File: config.mk
export PLATFORM = sky130hd
export DESIGN_NAME = odt_pd_tracker
export DESIGN_NICKNAME = d
export VERILOG_FILES = /design/src/rtl/odt_pd_pkg.sv /design/src/rtl/odt_pd_ctrl.sv /design/src/rtl/odt_pd_dp.sv /design/src/rtl/odt_pd_tracker.sv
export SDC_FILE = /design/constraint.sdc
export NUM_CORES = 1
export LEC_CHECK = 0
export CAP_MARGIN = 25
export CORE_MARGIN = 1.5
export CORE_UTILIZATION = 47
export DETAILED_ROUTE_END_ITERATION = 7
export PLACE_DENSITY = 0.73
export REMOVE_ABC_BUFFERS = 1
export SLEW_MARGIN = 25
export SYNTH_ARGS = -nofsm -noshare
export SYNTH_HDL_FRONTEND = slang
export SYNTH_SLANG_ARGS = --single-unit
File: constraint.sdc
create_clock -name clk -period 2.9 [get_ports clk]
set_input_delay 0.435 -clock clk [delete_from_list [all_inputs] [get_ports clk]]
set_output_delay 0.435 -clock clk [all_outputs]
set_load 0.02 [all_outputs]
File: src/rtl/odt_pd_pkg.sv
package odt_pd_pkg;

  typedef enum logic [1:0] {
    MD_SYNC  = 2'd0,
    MD_ENTRY = 2'd1,
    MD_ASYNC = 2'd2,
    MD_EXIT  = 2'd3
  } odt_mode_e;

  // control -> datapath window strobes
  typedef struct packed {
    logic loadEntry;
    logic loadExit;
    logic stepWin;
  } win_strb_t;

  // datapath -> control status
  typedef struct packed {
    logic ckeFall;
    logic ckeRise;
    logic winLast;
  } win_stat_t;

endpackage

File: src/rtl/odt_pd_ctrl.sv
module odt_pd_ctrl
  import odt_pd_pkg::*;
(
  input  logic      clk,
  input  logic      rstN,
  input  win_stat_t stat,
  output win_strb_t strb,
  output odt_mode_e mode
);

  odt_mode_e modeNext;

  always_comb begin
    modeNext = mode;
    strb     = '0;
    unique case (mode)
      MD_SYNC: begin
        if (stat.ckeFall) begin
          modeNext       = MD_ENTRY;
          strb.loadEntry = 1'b1;
        end
      end
      MD_ENTRY: begin
        if (stat.ckeRise) begin
          modeNext      = MD_EXIT;
          strb.loadExit = 1'b1;
        end else if (stat.winLast) begin
          modeNext = MD_ASYNC;
        end else begin
          strb.stepWin = 1'b1;
        end
      end
      MD_ASYNC: begin
        if (stat.ckeRise) begin
          modeNext      = MD_EXIT;
          strb.loadExit = 1'b1;
        end
      end
      MD_EXIT: begin
        if (stat.winLast) modeNext = MD_SYNC;
        else              strb.stepWin = 1'b1;
      end
      default: modeNext = MD_SYNC;
    endcase
  end

  always_ff @(posedge clk or negedge rstN) begin
    if (!rstN) mode <= MD_SYNC;
    else       mode <= modeNext;
  end

  // a CKE fall in synchronous mode opens the entry window
  p_entry_from_sync_r2: assert property (@(posedge clk) disable iff (!rstN)
    (mode == MD_SYNC && stat.ckeFall) |=> mode == MD_ENTRY);

  // synchronous mode never jumps straight to asynchronous or exit
  p_sync_no_skip_r2: assert property (@(posedge clk) disable iff (!rstN)
    (mode == MD_SYNC) |=> (mode == MD_SYNC || mode == MD_ENTRY));

  // a CKE rise while powered down opens the exit window
  p_exit_on_rise_r4: assert property (@(posedge clk) disable iff (!rstN)
    ((mode == MD_ENTRY || mode == MD_ASYNC) && stat.ckeRise) |=> mode == MD_EXIT);

  // a CKE rise in synchronous mode is ignored
  p_sync_ignores_rise_r5: assert property (@(posedge clk) disable iff (!rstN)
    (mode == MD_SYNC && stat.ckeRise) |=> mode == MD_SYNC);

  // a CKE fall during the exit window does not restart entry
  p_exit_ignores_fall_r5: assert property (@(posedge clk) disable iff (!rstN)
    (mode == MD_EXIT && !stat.winLast) |=> mode == MD_EXIT);

endmodule

File: src/rtl/odt_pd_dp.sv
module odt_pd_dp
  import odt_pd_pkg::*;
#(
  parameter int WL_W         = 5,
  parameter int CNT_W        = 10,
  parameter int SET_W        = 6,
  parameter int CLK_PS       = 8000,
  parameter int ASYNC_MAX_PS = 8500
) (
  input  logic             clk,
  input  logic             rstN,
  input  logic             ckeIn,
  input  logic             refStrobe,
  input  logic             odtReq,
  input  logic [WL_W-1:0]  cfgWl,
  input  logic [CNT_W-1:0] cfgTrfc,
  input  logic [CNT_W-1:0] cfgTxpdll,
  input  odt_mode_e        mode,
  input  win_strb_t        strb,
  output win_stat_t        stat,
  output logic             odtPin,
  output logic             termSettled
);

  localparam int WIN_W         = CNT_W + 1;
  localparam int ASYNC_MAX_CYC = (ASYNC_MAX_PS + CLK_PS - 1) / CLK_PS;
  localparam logic [SET_W-1:0] ASYNC_DLY = SET_W'(ASYNC_MAX_CYC);

  logic             ckePrev;
  logic [CNT_W-1:0] refCnt;
  logic [CNT_W-1:0] refNow;
  logic [WIN_W-1:0] winCnt;
  logic [WIN_W-1:0] anticip;
  logic [WIN_W-1:0] entryWin;
  logic [WIN_W-1:0] exitWin;
  logic [SET_W-1:0] settleCnt;
  logic [SET_W-1:0] syncDly;
  logic [SET_W-1:0] transDly;
  logic [SET_W-1:0] chgDly;
  logic             inTrans;
  logic             pinNext;

  // ---------------- CKE edge detection ----------------
  always_ff @(posedge clk or negedge rstN) begin
    if (!rstN) ckePrev <= 1'b1;
    else       ckePrev <= ckeIn;
  end

  assign stat.ckeFall = ckePrev & ~ckeIn;
  assign stat.ckeRise = ~ckePrev & ckeIn;
  assign stat.winLast = (winCnt == WIN_W'(1));

  // ---------------- remaining refresh time ----------------
  assign refNow = refStrobe ? cfgTrfc : refCnt;

  always_ff @(posedge clk or negedge rstN) begin
    if (!rstN)              refCnt <= '0;
    else if (refStrobe)     refCnt <= cfgTrfc;
    else if (refCnt != '0)  refCnt <= refCnt - CNT_W'(1);
  end

  // ---------------- entry / exit window ----------------
  assign anticip  = WIN_W'(cfgWl) - WIN_W'(1);
  assign entryWin = (WIN_W'(refNow) > anticip) ? WIN_W'(refNow) : anticip;
  assign exitWin  = anticip + WIN_W'(cfgTxpdll);

  always_ff @(posedge clk or negedge rstN) begin
    if (!rstN)              winCnt <= '0;
    else if (strb.loadEntry) winCnt <= entryWin;
    else if (strb.loadExit)  winCnt <= exitWin;
    else if (strb.stepWin)   winCnt <= winCnt - WIN_W'(1);
  end

  // ---------------- worst-case settle delay per mode ----------------
  assign syncDly = SET_W'(cfgWl) - SET_W'(1);

  generate
    if (ASYNC_MAX_CYC == 0) begin : g_noAsyncFloor
      assign transDly = syncDly;
    end else begin : g_asyncFloor
      assign transDly = (syncDly > ASYNC_DLY) ? syncDly : ASYNC_DLY;
    end
  endgenerate

  always_comb begin
    unique case (mode)
      MD_SYNC:  chgDly = syncDly;
      MD_ASYNC: chgDly = ASYNC_DLY;
      default:  chgDly = transDly;
    endcase
  end

  // ---------------- pin scheduling ----------------
  assign inTrans     = (mode == MD_ENTRY) || (mode == MD_EXIT);
  assign termSettled = (settleCnt == '0);
  assign pinNext     = (inTrans && !termSettled) ? odtPin : odtReq;

  always_ff @(posedge clk or negedge rstN) begin
    if (!rstN) begin
      odtPin    <= 1'b0;
      settleCnt <= '0;
    end else begin
      odtPin <= pinNext;
      if (pinNext != odtPin)      settleCnt <= chgDly;
      else if (settleCnt != '0)   settleCnt <= settleCnt - SET_W'(1);
    end
  end

  // remaining refresh time counts down by one when not reloaded
  p_ref_countdown_r3: assert property (@(posedge clk) disable iff (!rstN)
    (!refStrobe && refCnt != '0) |=> refCnt == $past(refCnt) - CNT_W'(1));

  // a refresh strobe reloads the full refresh time
  p_ref_reload_r3: assert property (@(posedge clk) disable iff (!rstN)
    refStrobe |=> refCnt == $past(cfgTrfc));

  // a transition window is never empty while its mode is active
  p_win_live_r2: assert property (@(posedge clk) disable iff (!rstN)
    (mode == MD_ENTRY || mode == MD_EXIT) |-> winCnt != '0);

  // unsettled transition holds the pin
  p_pin_hold_r7: assert property (@(posedge clk) disable iff (!rstN)
    ((mode == MD_ENTRY || mode == MD_EXIT) && settleCnt != '0) |=> $stable(odtPin));

  // a pin change is always followed by an unsettled interval
  p_settle_low_r8: assert property (@(posedge clk) disable iff (!rstN)
    (odtPin != $past(odtPin)) |-> !termSettled);

endmodule

File: src/rtl/odt_pd_tracker.sv
module odt_pd_tracker
  import odt_pd_pkg::*;
#(
  parameter int WL_W         = 5,
  parameter int CNT_W        = 10,
  parameter int SET_W        = 6,
  parameter int CLK_PS       = 8000,
  parameter int ASYNC_MAX_PS = 8500
) (
  input  logic             clk,
  input  logic             rstN,
  input  logic             ckeIn,
  input  logic             refStrobe,
  input  logic             odtReq,
  input  logic [WL_W-1:0]  cfgWl,
  input  logic [CNT_W-1:0] cfgTrfc,
  input  logic [CNT_W-1:0] cfgTxpdll,
  output logic [1:0]       mode,
  output logic             odtPin,
  output logic             termSettled
);

  win_strb_t strb;
  win_stat_t stat;
  odt_mode_e curMode;

  odt_pd_ctrl u_ctrl (
    .clk  (clk),
    .rstN (rstN),
    .stat (stat),
    .strb (strb),
    .mode (curMode)
  );

  odt_pd_dp #(
    .WL_W         (WL_W),
    .CNT_W        (CNT_W),
    .SET_W        (SET_W),
    .CLK_PS       (CLK_PS),
    .ASYNC_MAX_PS (ASYNC_MAX_PS)
  ) u_dp (
    .clk         (clk),
    .rstN        (rstN),
    .ckeIn       (ckeIn),
    .refStrobe   (refStrobe),
    .odtReq      (odtReq),
    .cfgWl       (cfgWl),
    .cfgTrfc     (cfgTrfc),
    .cfgTxpdll   (cfgTxpdll),
    .mode        (curMode),
    .strb        (strb),
    .stat        (stat),
    .odtPin      (odtPin),
    .termSettled (termSettled)
  );

  assign mode = curMode;

endmodule

==> results.py, run 1 <==
metrics = {
    "pwr": {
        "p_sw_mw": 1.28,
        "vdd_drop_max_v": 0.000439,
        "p_int_mw": 1.69,
        "power_density_nw_per_um2": 700,
        "pwr-share-clk_pct": 15.5,
        "static-leakage-power_nw": 1.81,
        "power_frac_comb_pct": 59.5,
        "sw_frac_of_total_pct": 43.1,
        "seqPwrFrac_pct": 25.0,
    },
    "timing": {
        "fin_ws_ns": 0.0699,
        "rsz0062_at_grt": "yes",
        "hold_ws_ns": 0.527,
        "fin_skew_ns": 0.0144,
        "maxSlewHeadroom_pct": 52.7,
        "hold_viol_final": 0,
        "timing.final.crit_share_pct": 97.6,
        "fin_crit_ns": 2.83,
        "tightest_slew_ns": 0.709,
        "finalSetupViolations": 0,
        "max_freq_ghz": 0.353,
        "slew_violations": 0,
    },
    "clock_network": {
        "cts_sinks": 31,
        "cts_tree": "yes",
        "clkTransAtPathRegs_ns": 0.07,
        "htreeDepth": 2,
        "holdBufCountCts": 0,
        "cts_buffer_depth": 2,
        "root_buffer": "clkbuf_8",
        "cts_buffers": 5,
        "insertion_delay_ns": 0.30,
    },
    "synth": {
        "synth_enable_flop_cells": 0,
        "ys_types": 68,
        "yosysWarnings": 0,
        "async_reset_ff_share_pct": 100,
        "netlist_instances": 345,
        "syn_area_um2": 2990,
        "synth.area.top_cells": "dfrtp_1 (25%), ha_1 (11%), nor2_1 (4.8%)",
        "yosysTopAreaCell": "dfrtp_1",
        "avgSynthCellArea_um2": 8.68,
        "yosysTopAreaCellShare_pct": 25.1,
        "ys_seq_area_share_pct": 26.0,
        "ys.flop_type": "dfrtp_1",
        "ys_ff_latch": 31,
    },
    "grt": {
        "gr-max-usage-layer": "met2",
        "grt_first_pass_wirelength_um": 14300,
        "grt_util_met3_pct": 4.87,
        "overflow": 0,
        "use_met1_pct": 30.3,
        "grt_pass1_vias": 3094,
        "grt_start_max_net_pins": 32,
        "track_usage_pct": 25.4,
        "grt_util_met2_pct": 45.3,
        "antenna_found_initial": 0,
    },
    "drt": {
        "drt_pre_antenna_iters": 4,
        "drc": 0,
        "routedWlPerCell_um": 17.0,
        "ant_nets": 0,
        "drtIter0Drc": 214,
        "routed_via_density": 5.96,
        "drt-total-wl_um": 8880,
        "vias": 3115,
    },
    "floorplanning": {
        "die_height_um": 82.8,
        "start_util_pct": 49.7,
        "core_area_um2": 6030,
        "pin_count": 34,
        "placement_rows": 28,
        "dieArea_um2": 6860,
        "die_x_um": 82.8,
    },
    "cells_and_area": {
        "nets": 505,
        "antenna_cells": 0,
        "design_area_um2": 4230,
        "multi_input_area_um2": 2290,
        "nFillCells": 449,
        "final_util_pct": 70.3,
        "regArea_um2": 777,
        "layout-drive-gt1-share_pct": 27.5,
        "area_growth_pct": 41.4,
    },
    "outcome": {
        "outcome": "finished clean",
    },
    "setup_path": {
        "required_ns": 3.09,
        "worst_ep_arrival_time_ns": 3.02,
        "start_kind": "input port",
        "path_max_fanout": 7,
        "worst-setup-path-type": "in -> reg",
        "cp-end-kind": "register",
    },
    "placement": {
        "dp_hpwl_um": 6500,
        "pre_cts_slack_ns": -0.521,
        "dpl_cell_area_um2": 3850,
        "gp_congestion": 0.864,
        "port_buffers": 33,
    },
    "worst_hold_path": {
        "hold_class": "reg -> reg",
    },
    "flow_run": {
        "cap_violations": 0,
    },
}
## registers in the layout (all words and copies together), names as in the netlist
register,count
u_dp.ckePrev,1
u_ctrl.mode,2
u_dp.refCnt,10
u_dp.settleCnt,6
u_dp.odtPin,1
u_dp.winCnt,11
## metal layers
layer	share of wire (%)	vias up	wire [µm]
met5	0	-	0
met4	2.1	0	188
met3	4.3	20	380
met2	51	94	4530
met1	43	1496	3780
li1	-	1505	-
## stage by stage
step                      setup TNS (ns)  instances  total power [mW]
after floorplan                   -0.105        338              1.78
after global placement             -4.57        505              2.26
after detailed placement           -4.99        505              2.30
after CTS                              0        520              2.83
after global routing              -0.218        523              3.18
final                                  0        523              2.97
## Yosys cell counts (all sizes together), types with 5 or more instances
| cell | number |
|---|---|
| a21oi | 22 |
| inv | 20 |
| dfrtp | 30 |
| xnor2 | 10 |
| ha | 27 |
| nand3 | 14 |
| nand2 | 17 |
| o21ai | 18 |
| mux2i | 9 |
| o211ai | 5 |
| o31ai | 8 |
| nor3 | 10 |
| xor2 | 11 |
| a211oi | 7 |
| or4 | 6 |
| a31oi | 9 |
| nor2 | 39 |
| buf | 5 |
| nor4 | 6 |
| mux2 | 9 |
## cell families (layout without fill, tap and decap cells)
kind of cell / after synthesis / after routing / synth area share, %
xor+xnor: 21 / 21 / 6.39
buf+inv: 28 / 131 / 3.84
fa+ha+maj: 29 / 29 / 12.3
simple gates: 113 / 113 / 19.6
mux: 18 / 18 / 6.39
compound gates: 105 / 105 / 25.6
flops: 31 / 31 / 26.0
## worst paths after layout
path / startpoint / slack [ns] / end / cells after the start
worst max-delay path: cfgWl[3] / 0.07 / u_dp.winCnt[6] / 12
worst min register to register: u_dp.refCnt[0] / 0.53 / u_dp.refCnt[0] / 1
worst max register to register: u_dp.refCnt[1] / 0.34 / u_dp.winCnt[6] / 12
worst min-delay path: u_dp.refCnt[0] / 0.53 / u_dp.refCnt[0] / 1
max in group asynchronous: rstN / 2.04 / u_dp.ckePrev / 2
min in group asynchronous: rstN / 0.54 / u_dp.winCnt[2] / 2
## critical path, stage by stage
cell and delay [ns]:
clkdlybuf4s50_1 0.47, buf_4 0.19, nor3b_2 0.26, xor2_2 0.18, buf_4 0.20, a221oi_4 0.09
buf_4 0.15, a311o_1 0.40, o31ai_4 0.26, buf_4 0.19, a31oi_2 0.04, o32ai_1 0.14
## cells in the final DEF (no fill, tap or decap), drive strengths merged, types with 10 or more instances in the layout
cell type,n
clkdlybuf4s50,29
inv,20
o21ai,18
nor3,10
buf,69
xor2,11
ha,27
nand2,17
dfrtp,30
nor2,39
xnor2,10
a21oi,22
nand3,14
## repair_timing
item / CTS / global route
pin swaps: 12 / 7
setup buffers: 7 / 3
gates resized for setup: 19 / 18
cloned: 0 / 0
endpoints found under the setup margin: 11 / 9
## power groups by stage
stage	Combinational, mW	Clock (mW)	Sequential (mW)
detailed placement	1.56	0	0.744
finish	1.77	0.459	0.740
global route	1.93	0.491	0.762
global placement	1.53	0	0.734
CTS	1.62	0.468	0.737
floorplan	1.04	0	0.734
## final cells by class
type | count | share of cell area [%]
sequential | 31 | 18.4
multi-input combinational | 286 | 54.2
clock buffer | 6 | 1.95
timing repair buffer | 102 | 20.6
clock inverter | 2 | 0.827
inverter | 21 | 1.86
tap | 75 | 2.22
(Power assumes the default switching activity.)
==> run 2: changes to the inputs <==
Settings changed: SETUP_SLACK_MARGIN from default to 0.3.
==> run 2 against run 1 <==
  * Non-clock buffer count grew 6
  * Critical path type unchanged
  * Largest cell class unchanged
  * First-iteration DRC count shrank 22%
  * Combinational power grew 7%
  * Setup slack gained 0.18 ns
  * Flip-flop and latch count is the same
  * Highest routed layer unchanged
==> results.py, run 2 (same netlist as run 1, synthesis figures left out) <==
metrics = {
    "outcome": {
        "outcome": "finished clean",
    },
    "timing": {
        "fin_crit_ns": 2.65,
        "tns_ns": 0,
        "rsz0062_at_grt": "yes",
        "fin_skew_ns": 0.0126,
        "maxSlewHeadroom_pct": 49.2,
        "slew_violations": 0,
        "tightest_slew_ns": 0.762,
        "max_freq_ghz": 0.377,
        "hold_viol_final": 0,
        "timing.final.crit_share_pct": 91.4,
        "hold_ws_ns": 0.448,
        "finalSetupViolations": 0,
    },
    "cells_and_area": {
        "multi_input_area_um2": 2410,
        "nets": 511,
        "final_cell_mix": "buf_4 (67), nor2_1 (37), dfrtp_1 (30)",
        "layout-drive-gt1-share_pct": 32.4,
        "nFillCells": 400,
        "top_regs": "u_dp.winCnt x11, u_dp.refCnt x10, u_dp.settleCnt x6",
        "area_growth_pct": 48.3,
        "final_common_cell": "buf_4",
        "largest_register_ffs": 11,
        "largest_register": "u_dp.winCnt",
        "antenna_cells": 0,
        "stdcell_count": 529,
        "regArea_um2": 777,
    },
    "setup_path": {
        "path_max_fanout": 4,
        "worst_ep_arrival_time_ns": 2.87,
        "r2r_cells": 10,
        "required_ns": 3.12,
        "cp-end-kind": "register",
        "start_kind": "input port",
        "worst-setup-path-type": "in -> reg",
    },
    "grt": {
        "grt_pass1_vias": 3277,
        "grt_util_met2_pct": 48.0,
        "grt_start_max_net_pins": 32,
        "antenna_found_initial": 0,
        "grt_first_pass_wirelength_um": 15300,
        "grt_util_met3_pct": 5.37,
        "track_usage_pct": 27.4,
        "gr-max-usage-layer": "met2",
        "overflow": 0,
        "use_met1_pct": 31.5,
    },
    "clock_network": {
        "htreeDepth": 2,
        "cts_tree": "yes",
        "cts_buffer_depth": 2,
        "cts_buffers": 5,
        "cts_sinks": 31,
        "insertion_delay_ns": 0.30,
        "root_buffer": "clkbuf_8",
        "clkTransAtPathRegs_ns": 0.07,
    },
    "placement": {
        "place_inst": 505,
        "gp_congestion": 0.864,
        "dp_hpwl_um": 6500,
        "port_buffers": 33,
    },
    "pwr": {
        "vdd_drop_max_v": 0.000433,
        "static-leakage-power_nw": 1.90,
        "power_density_nw_per_um2": 698,
    },
    "drt": {
        "drt_pre_antenna_iters": 5,
        "drc": 0,
        "routed_via_density": 6.21,
        "ant_nets": 0,
        "vias": 3284,
        "drt-total-wl_um": 9650,
        "routedWlPerCell_um": 18.2,
        "drtIter0Drc": 167,
    },
    "floorplanning": {
        "die_x_um": 82.8,
        "die_height_um": 82.8,
        "pin_count": 34,
        "start_util_pct": 49.7,
        "core_area_um2": 6030,
        "placement_rows": 28,
        "dieArea_um2": 6860,
    },
    "worst_hold_path": {
        "hold_class": "in -> reg",
        "whs_path_depth": 3,
    },
    "flow_run": {
        "cap_violations": 0,
    },
}
[run 2: changes by cell type in the layout (fill, tap and decap cells not counted), moves of 2 or more]
| cell | delta |
|---|---|
| clkdlybuf4s50_1 | -4 |
| inv_2 | +2 |
| buf_6 | +5 |
| a21oi_2 | +2 |
| mux2_4 | +2 |
| ha_1 | -2 |
| mux2_2 | -2 |
| inv_1 | -2 |
| a21oi_1 | -2 |
| buf_2 | +2 |
| ha_4 | +3 |
[run 2: stage by stage]
stage                     utilization [%]  total power, mW  setup WS, ns  area (µm²)
after floorplan                         -             1.78        -0.105        2960
after global placement               63.9             2.26        -0.500        3850
after detailed placement             63.9             2.30        -0.521        3850
after CTS                            71.6             2.98         0.306        4310
after global routing                 73.7             3.31         0.110        4440
final                                73.7             3.10         0.250        4440
[run 2: layout make-up]
type	count	area share [%]
Multi-Input combinational cell	286	54.4
Tap cell	75	2.11
Timing Repair Buffer	108	21.6
Sequential cell	31	17.5
Inverter	21	1.78
Clock buffer	6	1.86
Clock inverter	2	0.789
[run 2: critical path: stages]
cell and delay, ns:
buf_2 0.12, inv_2 0.05, ha_4 0.16, xor2_2 0.16
buf_4 0.14, ha_1 0.31, o21ai_0 0.29, o21bai_2 0.16
buf_4 0.15, a21oi_1 0.28, buf_4 0.17, xnor2_1 0.14
o211ai_1 0.13, a21oi_2 0.16
[run 2: power by group]
part / total [mW] / leakage, nW / switching (mW) / internal (mW)
clock: 0.462 / 0.0612 / 0.184 / 0.278
sequential: 0.744 / 0.360 / 0.157 / 0.587
combinational: 1.89 / 1.48 / 1.00 / 0.890
total: 3.10 / 1.90 / 1.34 / 1.76
[run 2: path summary, 6_finish.rpt]
kind,from,to,slack (ns)
min in group asynchronous,rstN,u_ctrl.mode[0],0.54
worst max register to register,u_dp.refCnt[7],u_dp.winCnt[8],0.40
worst min-delay path,cfgTrfc[2],u_dp.refCnt[2],0.45
worst max-delay path,cfgWl[0],u_dp.winCnt[5],0.25
max in group asynchronous,rstN,u_dp.ckePrev,2.03
worst min register to register,u_dp.refCnt[0],u_dp.refCnt[0],0.53
[run 2: repair_timing]
action / CTS / global route
hold buffers: 0 / 0
endpoints found under the setup margin: 11 / 12
pin swaps: 28 / 26
resized for setup: 56 / 26
setup buffers: 12 / 3
cloned: 1 / 0
[run 2: routing by layer]
metal	up-vias	part of all wire [%]
met5	-	0
met4	0	4.3
met3	46	4.9
met2	146	50
met1	1570	41
li1	1522	-
